===== config.mk =====
export PLATFORM = sky130hd
export DESIGN_NAME = dstrobe_deser
export DESIGN_NICKNAME = d
export VERILOG_FILES = /design/src/rtl/dstrobe_pkg.sv /design/src/rtl/dstrobe_sync.sv /design/src/rtl/dstrobe_slot.sv /design/src/rtl/dstrobe_framer.sv /design/src/rtl/dstrobe_deser.sv
export SDC_FILE = /design/constraint.sdc
export NUM_CORES = 1
export LEC_CHECK = 0
export BUFFER_PORTS_ARGS = -buffer_cell sky130_fd_sc_hd__buf_2
export CORE_AREA = 2 2 54 56
export DETAILED_ROUTE_END_ITERATION = 12
export DIE_AREA = 0 0 56 58
export GPL_TIMING_DRIVEN = 0
export PLACE_DENSITY = 0.74
export SKIP_CTS_REPAIR_TIMING = 1
export SLEW_MARGIN = 10
export SYNTH_ARGS = -nofsm -noshare
export SYNTH_HDL_FRONTEND = slang
export SYNTH_SLANG_ARGS = --single-unit

===== constraint.sdc =====
create_clock -name clk -period 2.01 [get_ports clk]
set_input_delay 0.603 -clock clk [delete_from_list [all_inputs] [get_ports clk]]
set_output_delay 0.603 -clock clk [all_outputs]
set_load 0.02 [all_outputs]

===== src/rtl/dstrobe_pkg.sv =====
package dstrobe_pkg;

    // Framer states: assembling bits, or discarding them after a coding error
    typedef enum logic [0:0] {
        FR_RECV  = 1'b0,
        FR_FAULT = 1'b1
    } fr_state_e;

endpackage


===== src/rtl/dstrobe_sync.sv =====
module dstrobe_sync #(
    parameter int   STAGES  = 2,
    parameter logic RST_VAL = 1'b0
) (
    input  logic clk,
    input  logic rst_n,
    input  logic d_in,
    output logic d_out
);

    logic [STAGES-1:0] chain;

    always_ff @(posedge clk or negedge rst_n) begin
        if (!rst_n) begin
            chain <= {STAGES{RST_VAL}};
        end else begin
            chain <= {chain[STAGES-2:0], d_in};
        end
    end

    assign d_out = chain[STAGES-1];

endmodule


===== src/rtl/dstrobe_slot.sv =====
module dstrobe_slot #(
    parameter int   IDLE_LIMIT = 16,
    parameter logic D_RST      = 1'b1,
    parameter logic S_RST      = 1'b0
) (
    input  logic clk,
    input  logic rst_n,
    input  logic d_s,
    input  logic s_s,
    output logic bit_evt,
    output logic bit_val,
    output logic code_err,
    output logic line_idle
);

    localparam int QW = $clog2(IDLE_LIMIT + 1);
    localparam logic [QW-1:0] QMAX = QW'(IDLE_LIMIT);

    logic          d_prev;
    logic          s_prev;
    logic          d_chg;
    logic          s_chg;
    logic [QW-1:0] quiet;

    assign d_chg = d_s ^ d_prev;
    assign s_chg = s_s ^ s_prev;

    always_ff @(posedge clk or negedge rst_n) begin
        if (!rst_n) begin
            d_prev    <= D_RST;
            s_prev    <= S_RST;
            bit_evt   <= 1'b0;
            bit_val   <= 1'b0;
            code_err  <= 1'b0;
            quiet     <= '0;
            line_idle <= 1'b0;
        end else begin
            d_prev   <= d_s;
            s_prev   <= s_s;
            bit_evt  <= d_chg ^ s_chg;
            bit_val  <= d_s;
            code_err <= d_chg & s_chg;
            if (d_chg | s_chg) begin
                quiet <= '0;
            end else if (quiet != QMAX) begin
                quiet <= quiet + 1'b1;
            end
            line_idle <= (quiet == QMAX) && d_s && !(d_chg | s_chg);
        end
    end

endmodule


===== src/rtl/dstrobe_framer.sv =====
module dstrobe_framer
    import dstrobe_pkg::*;
#(
    parameter int BYTE_W = 8
) (
    input  logic              clk,
    input  logic              rst_n,
    input  logic              bit_evt,
    input  logic              bit_val,
    input  logic              code_err,
    input  logic              align,
    output logic [BYTE_W-1:0] rx_byte,
    output logic              rx_valid
);

    localparam int CW = $clog2(BYTE_W);
    localparam logic [CW-1:0] LAST = CW'(BYTE_W - 1);

    fr_state_e         state;
    fr_state_e         state_nx;
    logic [CW-1:0]     bit_cnt;
    logic [BYTE_W-1:0] shreg;

    // next-state logic
    always_comb begin
        state_nx = state;
        unique case (state)
            FR_RECV:  if (code_err) state_nx = FR_FAULT;
            FR_FAULT: if (!code_err && align) state_nx = FR_RECV;
            default:  state_nx = FR_FAULT;
        endcase
    end

    // state register
    always_ff @(posedge clk or negedge rst_n) begin
        if (!rst_n) state <= FR_RECV;
        else        state <= state_nx;
    end

    // output and datapath process
    always_ff @(posedge clk or negedge rst_n) begin
        if (!rst_n) begin
            bit_cnt  <= '0;
            shreg    <= '0;
            rx_byte  <= '0;
            rx_valid <= 1'b0;
        end else begin
            rx_valid <= 1'b0;
            unique case (state)
                FR_RECV: begin
                    if (code_err || align) begin
                        bit_cnt <= '0;
                        shreg   <= '0;
                    end else if (bit_evt) begin
                        shreg <= {bit_val, shreg[BYTE_W-1:1]};
                        if (bit_cnt == LAST) begin
                            rx_byte  <= {bit_val, shreg[BYTE_W-1:1]};
                            rx_valid <= 1'b1;
                            bit_cnt  <= '0;
                        end else begin
                            bit_cnt <= bit_cnt + 1'b1;
                        end
                    end
                end
                FR_FAULT: begin
                    if (!code_err && align) begin
                        bit_cnt <= '0;
                        shreg   <= '0;
                    end
                end
                default: bit_cnt <= '0;
            endcase
        end
    end

    AST_ERR_TO_FAULT: assert property (@(posedge clk) disable iff (!rst_n)
        code_err |=> (state == FR_FAULT));

    AST_FAULT_SILENT: assert property (@(posedge clk) disable iff (!rst_n)
        (state == FR_FAULT) |=> !rx_valid);

    AST_VALID_PULSE: assert property (@(posedge clk) disable iff (!rst_n)
        rx_valid |=> !rx_valid);

    AST_ALIGN_CLEARS: assert property (@(posedge clk) disable iff (!rst_n)
        (align && !code_err) |=> (bit_cnt == '0));

endmodule


===== src/rtl/dstrobe_deser.sv =====
module dstrobe_deser #(
    parameter int SYNC_STAGES = 2,
    parameter int BYTE_W      = 8,
    parameter int IDLE_LIMIT  = 16
) (
    input  logic              clk,
    input  logic              rst_n,
    input  logic              line_d,
    input  logic              line_s,
    input  logic              align_p,
    output logic [BYTE_W-1:0] rx_byte,
    output logic              rx_valid,
    output logic              code_err_p,
    output logic              line_idle
);

    logic d_s;
    logic s_s;
    logic bit_evt;
    logic bit_val;

    dstrobe_sync #(.STAGES(SYNC_STAGES), .RST_VAL(1'b1)) u_sync_d (
        .clk(clk), .rst_n(rst_n), .d_in(line_d), .d_out(d_s)
    );

    dstrobe_sync #(.STAGES(SYNC_STAGES), .RST_VAL(1'b0)) u_sync_s (
        .clk(clk), .rst_n(rst_n), .d_in(line_s), .d_out(s_s)
    );

    dstrobe_slot #(.IDLE_LIMIT(IDLE_LIMIT), .D_RST(1'b1), .S_RST(1'b0)) u_slot (
        .clk(clk), .rst_n(rst_n), .d_s(d_s), .s_s(s_s),
        .bit_evt(bit_evt), .bit_val(bit_val), .code_err(code_err_p),
        .line_idle(line_idle)
    );

    dstrobe_framer #(.BYTE_W(BYTE_W)) u_framer (
        .clk(clk), .rst_n(rst_n), .bit_evt(bit_evt), .bit_val(bit_val),
        .code_err(code_err_p), .align(align_p),
        .rx_byte(rx_byte), .rx_valid(rx_valid)
    );

    AST_IDLE_NO_BYTE: assert property (@(posedge clk) disable iff (!rst_n)
        line_idle |-> !rx_valid);

endmodule


==> results_dict.tcl, run 1 <==
set metrics [dict create \
    drt_iter0_markers 11 \
    rows 19 \
    drc_errors 0 \
    cap_violations 0 \
    period_share_pct 76.6 \
    cts_sinks 35 \
    pre_cts_slack_ns 0.306 \
    vias 806 \
    tritoncts "done" \
    num_antenna_cells 0 \
    fillers 223 \
    cp-endpoint "code_err_p" \
    die_area_um2 3250 \
    clk_pin_slew_worst_paths_ns 0.09 \
    synth-seq-cells 35 \
    grtUsageTotal_pct 15.1 \
    netlist_area_um2 1420 \
    clockBufferDepth 2 \
    ant_nets 0 \
    dpl.hpwl_mm 1.36 \
    numCtsBuffers 5 \
    report.final.slew_viol_count 0 \
    tns_ns 0 \
    final-hold-violation-count 0 \
    max_slew.worst_pin.slew_ns 0.718 \
    root_buffer "clkbuf_4" \
    crit_family "flip-flops" \
    crit_required_ns 1.41 \
    slowest_stage "dfrtp_1" \
    vias_per_cell 5.01 \
    drt-met1-wl_um 899 \
    design_area_um2 1610 \
    worst-path-buf-inv 1 \
    synth.distinct_cells 23 \
    pin_count 16 \
    crit_chain "buf_2" \
    syn_avg_cell_area_um2 13.3 \
    ir_drop_mv 0.688 \
    wl_mm 1.91 \
    hp-class "primary input to asynchronous set/reset pin" \
    power_leakage_nw 0.860 \
    rr_startpoint "u_framer.bit_cnt[0]$_DFFE_PN0P_" \
    cp_max_fo 5 \
    slew_headroom_pct 52.1 \
    status "finished clean" \
    grt_max_degree 36 \
    place.gp.congestion 0.678 \
    io_buffers 15 \
    rsz0062_at_grt "no" \
    synthToLayoutAreaGrowth_pct 12.8 \
    antenna_found_initial 0 \
    fin_skew_ns 0.00426 \
    firstDrtPassIters 3 \
    grt_pass1_wl_mm 3.62 \
    drive_gt1_share_pct 30.0 \
    die_x_um 56 \
    startpoint_type "flop" \
    setup_viol 0 \
    nets 140 \
    r2r-end "u_framer.rx_byte[0]$_DFFE_PN0P_" \
    final_util_pct 60.3 \
    critPathMaxStageDelay_ns 0.42 \
    wl_met2_um 868 \
    reg2reg_depth 5 \
    fmax_mhz 649 \
    place_area_um2 1540 \
    worstSetupPathType "flop to output pin" \
    routed.top_layer "met4" \
    end_kind "output pin" \
    cp.arrival_ns 0.94 \
    worst_slack_ns 0.470 \
    ys_seq_area_share_pct 61.8 \
    coreArea_um2 2660 \
    start_util_pct 53.5 \
    avgRoutedWirePerCell_um 11.9 \
    period_needed_ns 1.54 \
    insertion_delay_ns 0.32 \
    h-tree-depth 2 \
    power.density_nw_per_um2 806 \
    reg2reg_setup_slack_ns 0.51 \
    syn-num-nets 118 \
    crit_cells 1 \
    grt_pass1_vias 853 \
    synth_cells 107 \
    met3_length_um 83 \
    critPathLaunch "u_slot.code_err$_DFF_PN0_" \
    yosysWarnings 0 \
    chipHeight_um 58 \
    grt_overflow_total 0 \
]
-- Yosys cell counts --
master	n	area [µm²]
buf_2	1	5.00
a21o_1	1	7.51
mux2_2	10	113
and3_1	2	12.5
buf_4	1	7.51
xor2_1	3	26.3
mux2i_1	9	90.1
nand2_1	9	33.8
ha_1	6	75.1
nor2b_1	1	6.26
and3b_1	1	8.76
o22ai_1	1	6.26
dfrtp_1	32	801
and2_1	3	18.8
nor3_2	1	10.0
nand3_1	2	10.0
nor2_1	2	7.51
and4bb_1	1	12.5
nor3b_1	1	7.51
xnor2_1	3	26.3
inv_1	13	48.8
buf_6	1	11.3
dfstp_2	3	78.8
-- layout make-up --
cell class / instances / area [µm²] / area share [%]
Buffer: 3 / 23.8 / 1.48
Clock buffer: 8 / 68.8 / 4.28
Inverter: 13 / 48.8 / 3.04
Multi-Input combinational cell: 56 / 472 / 29.4
Sequential cell: 35 / 880 / 54.8
Tap cell: 31 / 38.8 / 2.41
Timing Repair Buffer: 15 / 75.1 / 4.67
-- stage by stage --
| stage | std cells | hold slack [ns] | power, mW |
|---|---|---|---|
| after CTS | 161 | 0.342 | 1.32 |
| after global placement | 153 | 0.336 | 0.892 |
| after global routing | 161 | 0.349 | 1.37 |
| after detailed placement | 153 | 0.337 | 0.900 |
| final | 161 | 0.323 | 1.30 |
| after floorplan | 107 | 0.307 | 0.858 |
-- routing by layer --
metal,track usage [%],vias up
met2,24.2,14
met1,18.4,392
met3,4.02,7
met5,0,-
li1,-,393
met4,9.18,0
-- cell families (layout without fill, tap and decap cells) --
kind of cell / after synthesis / in the layout / synth area share (%)
compound gates: 2 / 2 / 0.967
simple gates: 23 / 23 / 8.96
flops: 35 / 35 / 61.8
mux: 19 / 19 / 14.2
fa+ha+maj: 6 / 6 / 5.27
buf+inv: 16 / 39 / 5.10
xor+xnor: 6 / 6 / 3.69
-- power breakdown --
part	internal (mW)	switching, mW
Combinational	0.0548	0.0658
Sequential	0.739	0.0241
Clock	0.206	0.206
-- state kept, by name, summed over array words and instances, names as in the netlist, 2 cells and up --
signal / flops
u_sync_s.chain: 2
u_framer.shreg: 7
u_framer.bit_cnt: 3
u_framer.rx_byte: 8
u_sync_d.chain: 2
u_slot.quiet: 5
-- how the worst min path moves through the flow --
stage                                start  slack [ns]  cells past startpoint                              end
3_3_place_gp   u_sync_s.chain[0]$_DFF_PN0_        0.34                      0      u_sync_s.chain[1]$_DFF_PN0_
6_report                             rst_n        0.32                      1  u_framer.rx_byte[4]$_DFFE_PN0P_
2_1_floorplan                        rst_n        0.31                      0  u_framer.bit_cnt[0]$_DFFE_PN0P_
5_1_grt                             line_d        0.35                      1      u_sync_d.chain[0]$_DFF_PN1_
3_5_place_dp   u_sync_s.chain[0]$_DFF_PN0_        0.34                      0      u_sync_s.chain[1]$_DFF_PN0_
4_1_cts                              rst_n        0.34                      1  u_framer.rx_byte[6]$_DFFE_PN0P_
-- layout by cell type (no fill, tap or decap), drive strengths merged --
cell type	synthesis	final
a21o	1	1
and2	3	3
and3	2	2
and3b	1	1
and4bb	1	1
buf	3	18
clkbuf	0	8
dfrtp	32	32
dfstp	3	3
ha	6	6
inv	13	13
mux2	10	10
mux2i	9	9
nand2	9	9
nand3	2	2
nor2	2	2
nor2b	1	1
nor3	1	1
nor3b	1	1
o22ai	1	1
xnor2	3	3
xor2	3	3
Power figures use the tool's default switching activity.
==> run 2: changes to the inputs <==
Settings changed: CORE_AREA 2 2 54 56 to 2 2 57 59, DIE_AREA 0 0 56 58 to 0 0 59 61, PLACE_DENSITY 0.74 to 0.7.
Clock period 2.01 ns to 1.3 ns, I/O delays scaled along.
==> run 2 against run 1 <==
Effect of this change:
- the flow now finishes with violations (setup timing)
- final cell count is 8.1% higher
- combinational power is 140% higher
- flip-flop and latch count stayed put
- non-clock buffer count is 10 higher
- highest routed layer unchanged
==> results_dict.tcl, run 2 (synthesized netlist as in run 1, its figures left out) <==
set metrics [dict create \
    period_share_pct 108 \
    slew_headroom_pct 50.8 \
    largest_reg_flops 8 \
    fmax_mhz 713 \
    grt_max_degree 36 \
    cp_max_fo 5 \
    place_area_um2 1560 \
    vias 880 \
    grtUsageTotal_pct 14.0 \
    pre_cts_slack_ns -0.221 \
    rows 20 \
    ir_drop_mv 0.729 \
    place.gp.congestion 0.662 \
    crit_family "flip-flops" \
    synthToLayoutAreaGrowth_pct 29.3 \
    fillers 235 \
    grt_overflow_total 0 \
    grt_pass1_wl_mm 3.52 \
    crit_required_ns 1.52 \
    pin_count 16 \
    dpl.hpwl_mm 1.42 \
    critPathLaunch "u_framer.bit_cnt[0]$_DFFE_PN0P_" \
    clockBufferDepth 2 \
    crit_chain "ha_2 -> ha_4 -> and3_4 -> mux2_4" \
    drt_iter0_markers 10 \
    h-tree-depth 2 \
    vias_per_cell 5.06 \
    fin_cells 174 \
    startpoint_type "flop" \
    setup_viol 10 \
    regMostFlops "u_framer.rx_byte" \
    wl_mm 2.48 \
    design_area_um2 1840 \
    numCtsBuffers 5 \
    worst-path-buf-inv 0 \
    critPathMaxStageDelay_ns 0.39 \
    die_x_um 59 \
    tritoncts "done" \
    ant_nets 0 \
    coreArea_um2 2950 \
    chipHeight_um 61 \
    hold_slack_ns 0.115 \
    max_slew.worst_pin.slew_ns 0.738 \
    period_needed_ns 1.40 \
    final_util_pct 62.4 \
    largest_registers "u_framer.rx_byte: 8 flops, u_framer.shreg: 7 flops, u_slot.quiet: 5 flops" \
    report.final.slew_viol_count 0 \
    root_buffer "clkbuf_4" \
    start_util_pct 48.2 \
    cp.arrival_ns 1.62 \
    power_mw 2.03 \
    grt_pass1_vias 836 \
    io_buffers 15 \
    tns_ns -0.755 \
    insertion_delay_ns 0.33 \
    power_leakage_nw 0.917 \
    power.density_nw_per_um2 1100 \
    avgRoutedWirePerCell_um 14.3 \
    slowest_stage "dfrtp_1" \
    cap_violations 0 \
    rsz0062_at_grt "yes" \
    final_common_cell "dfrtp_1" \
    worstSetupPathType "flop to flop" \
    violations "setup timing" \
    final-hold-violation-count 0 \
    antenna_found_initial 0 \
    drive_gt1_share_pct 44.0 \
    fin_skew_ns 0.00827 \
    cts_sinks 35 \
    hp-class "primary input to asynchronous set/reset pin" \
    rr_startpoint "u_framer.bit_cnt[0]$_DFFE_PN0P_" \
    nets 151 \
    worst_slack_ns -0.103 \
    drc_errors 0 \
    status "finished, violations left" \
    firstDrtPassIters 4 \
    dp_cells 155 \
    end_kind "flop" \
    mostFrequentLayoutCells "31 x dfrtp_1, 12 x inv_1, 10 x buf_6, 10 x buf_4" \
    die_area_um2 3600 \
    clk_pin_slew_worst_paths_ns 0.10 \
    num_antenna_cells 0 \
]
run 2: cell count changes in the layout (fill, tap and decap cells not counted), sizes merged:
cell,previous run,this run
clkinvlp,0,1
and3,2,3
buf,18,28
clkinv,0,1
clkbuf,8,6
run 2: layout make-up:
type	count	area, µm²	area share [%]
flip-flops and latches	35	881	47.8
multi-input cells	57	574	31.2
repair buffers	26	220	12.0
inverters	13	48.8	2.65
clock buffers	6	41.3	2.24
well taps	33	41.3	2.24
plain buffers	2	22.5	1.22
clock inverters	2	12.5	0.679
run 2: report_power, final:
part           switching (mW)  internal, mW  leakage [nW]
clock                   0.343         0.209        0.0282
combinational           0.132         0.159         0.429
sequential             0.0481          1.14         0.460
run 2: final timing paths:
kind,end,slack (ns),cells past startpoint
min,u_sync_s.chain[1]$_DFF_PN0_,0.11,1
min reg2reg,u_sync_d.chain[1]$_DFF_PN1_,0.36,0
min in group clk,u_sync_d.chain[0]$_DFF_PN1_,0.15,1
max,u_framer.rx_byte[1]$_DFFE_PN0P_,-0.10,4
max in group asynchronous,u_slot.code_err$_DFF_PN0_,0.67,1
max reg2reg,u_framer.rx_byte[1]$_DFFE_PN0P_,-0.10,4
run 2: worst reg2reg max path, stage by stage (launching register included):
cell     delay [ns]
dfrtp_1        0.39
ha_2           0.20
ha_4           0.14
and3_4         0.26
mux2_4         0.31
run 2: layer usage:
layer  track usage, %  share of wire (%)
met3             4.48                3.1
met4             9.74                1.7
met2             22.7                 52
met5                0                  0
met1             15.8                 43
==> run 3: changes to the inputs <==
Settings changed: CORE_AREA 2 2 57 59 to 2 2 49 69, DIE_AREA 0 0 59 61 to 0 0 51 71, PLACE_DENSITY 0.7 to 0.69.
==> run 3 against run 2 <==
Effect of this change:
- combinational power rose by 6%
- non-clock buffer count down 4
- the flow still finishes with violations (setup timing)
- cell area down 2.3%
- critical path type unchanged
- wire length shrank 0.72%
- critical path depth is the same
- register-to-register slack hardly changed
- first-iteration DRC count grew 10%
- largest cell class unchanged
- highest routed layer unchanged
- via count shrank 1.7%
- flip-flop and latch count stayed put
- final cell count rose by 1.1%
- sequential share of layout area up 1.1 points
==> results_dict.tcl, run 3 (synthesized netlist as in run 1, its figures left out) <==
set metrics [dict create \
    period_needed_ns 1.40 \
    violations "setup timing" \
    rsz0062_at_grt "yes" \
    status "finished, violations left" \
    hp-class "primary input to asynchronous set/reset pin" \
    met2_usage_pct 22.1 \
    insertion_delay_ns 0.28 \
    root_buffer "clkbuf_8" \
    grt_busiest_layer "met2" \
    largest_reg_flops 8 \
    clk_pin_slew_worst_paths_ns 0.06 \
    power.density_nw_per_um2 1270 \
    pin_count 16 \
    firstDrtPassIters 4 \
    io_buffers 15 \
    rr_startpoint "u_slot.code_err$_DFF_PN0_" \
    nets 147 \
    report.final.slew_viol_count 0 \
    vias_per_cell 4.91 \
    place_area_um2 1570 \
    antenna_found_initial 0 \
    tritoncts "done" \
    final-hold-violation-count 0 \
    use_met3_pct 5.70 \
    h-tree-depth 2 \
    grtUsageTotal_pct 14.1 \
    start_util_pct 46.9 \
    wl_mm 2.47 \
    ir_drop_mv 0.839 \
    regMostFlops "u_framer.rx_byte" \
    cp.arrival_ns 1.62 \
    reg2reg_depth 4 \
    num_antenna_cells 0 \
    max_slew.worst_pin.slew_ns 0.775 \
    pre_cts_slack_ns -0.205 \
    power_leakage_nw 0.911 \
    grt_max_degree 36 \
    fillers 251 \
    multi_input_area_um2 561 \
    grt_pass1_vias 827 \
    synthToLayoutAreaGrowth_pct 26.4 \
    numCtsBuffers 5 \
    critPathLaunch "u_slot.code_err$_DFF_PN0_" \
    rows 24 \
    cp_max_fo 10 \
    setup_viol 11 \
    final_common_cell "dfrtp_1" \
    mostFrequentLayoutCells "31 x dfrtp_1, 14 x buf_2, 13 x inv_1" \
    cap_violations 0 \
    period_share_pct 108 \
    worst_slack_ns -0.100 \
    avgRoutedWirePerCell_um 14.0 \
    dpl.hpwl_mm 1.42 \
    largest_registers "u_framer.rx_byte: 8 flops, u_framer.shreg: 7 flops, u_slot.quiet: 5 flops" \
    place.gp.congestion 0.677 \
    end_kind "flop" \
    vias 865 \
    drc_errors 0 \
    crit_required_ns 1.52 \
    drt_iter0_markers 11 \
    power_mw 2.29 \
    fmax_mhz 714 \
    coreArea_um2 3030 \
    drive_gt1_share_pct 40.1 \
    design_area_um2 1800 \
    die_x_um 51 \
    hold_slack_ns 0.179 \
    slew_headroom_pct 48.3 \
    startpoint_type "flop" \
    grt_pass1_wl_mm 3.73 \
    cts_sinks 35 \
    chipHeight_um 71 \
    grt_use_met1_pct 16.6 \
    seqCellArea_um2 881 \
    grt_overflow_total 0 \
    worstSetupPathType "flop to flop" \
    die_area_um2 3620 \
    clockBufferDepth 2 \
    fin_skew_ns 0.00775 \
    ant_nets 0 \
]
-- run 3: cell count changes in the layout (fill, tap and decap cells not counted), sizes merged --
cell	delta
buf	-4
clkbuf	+1
clkinvlp	-1
-- run 3: power breakdown --
part | switching (mW) | total [mW] | leakage [nW] | internal [mW]
combinational | 0.144 | 0.308 | 0.403 | 0.164
clock | 0.368 | 0.795 | 0.0482 | 0.427
sequential | 0.0462 | 1.19 | 0.460 | 1.14
-- run 3: layout make-up --
class                           instances  share of cell area [%]
Sequential cell                        35                    49.0
Inverter                               13                    2.71
Buffer                                  2                    1.04
Clock buffer                            7                    4.80
Multi-Input combinational cell         57                    31.2
Tap cell                               39                    2.71
Clock inverter                          1                   0.278
Timing Repair Buffer                   22                    8.34
-- run 3: worst paths after layout --
| kind | endpoint | slack [ns] |
|---|---|---|
| setup / recovery | u_framer.bit_cnt[0]$_DFFE_PN0P_ | -0.10 |
| hold / removal | u_framer.bit_cnt[1]$_DFFE_PN0P_ | 0.18 |
| setup reg to reg | u_framer.bit_cnt[0]$_DFFE_PN0P_ | -0.10 |
| hold reg to reg | u_sync_s.chain[1]$_DFF_PN0_ | 0.35 |
| max in group asynchronous | u_slot.code_err$_DFF_PN0_ | 0.58 |
| min in group clk | u_sync_d.chain[0]$_DFF_PN1_ | 0.20 |
-- run 3: layer usage --
layer	vias up	part of all wire, %
met3	6	4.7
li1	403	-
met5	-	0
met4	0	1.8
met1	437	41
met2	19	52
-- run 3: worst max-delay path, cell delays in order, from the launching register on --
cell	delay (ns)
dfrtp_2	0.45
nor3_4	0.20
buf_4	0.22
nor3b_1	0.26
mux2_2	0.21
-- run 3: through the flow --
step | TNS (ns) | instances | util (%)
after global placement | -1.64 | 161 | 51.7
after global routing | -1.68 | 176 | 59.3
after CTS | -2.00 | 169 | 54.7
after detailed placement | -2.07 | 161 | 51.7
after floorplan | -0.557 | 107 | -
final | -0.780 | 176 | 59.3
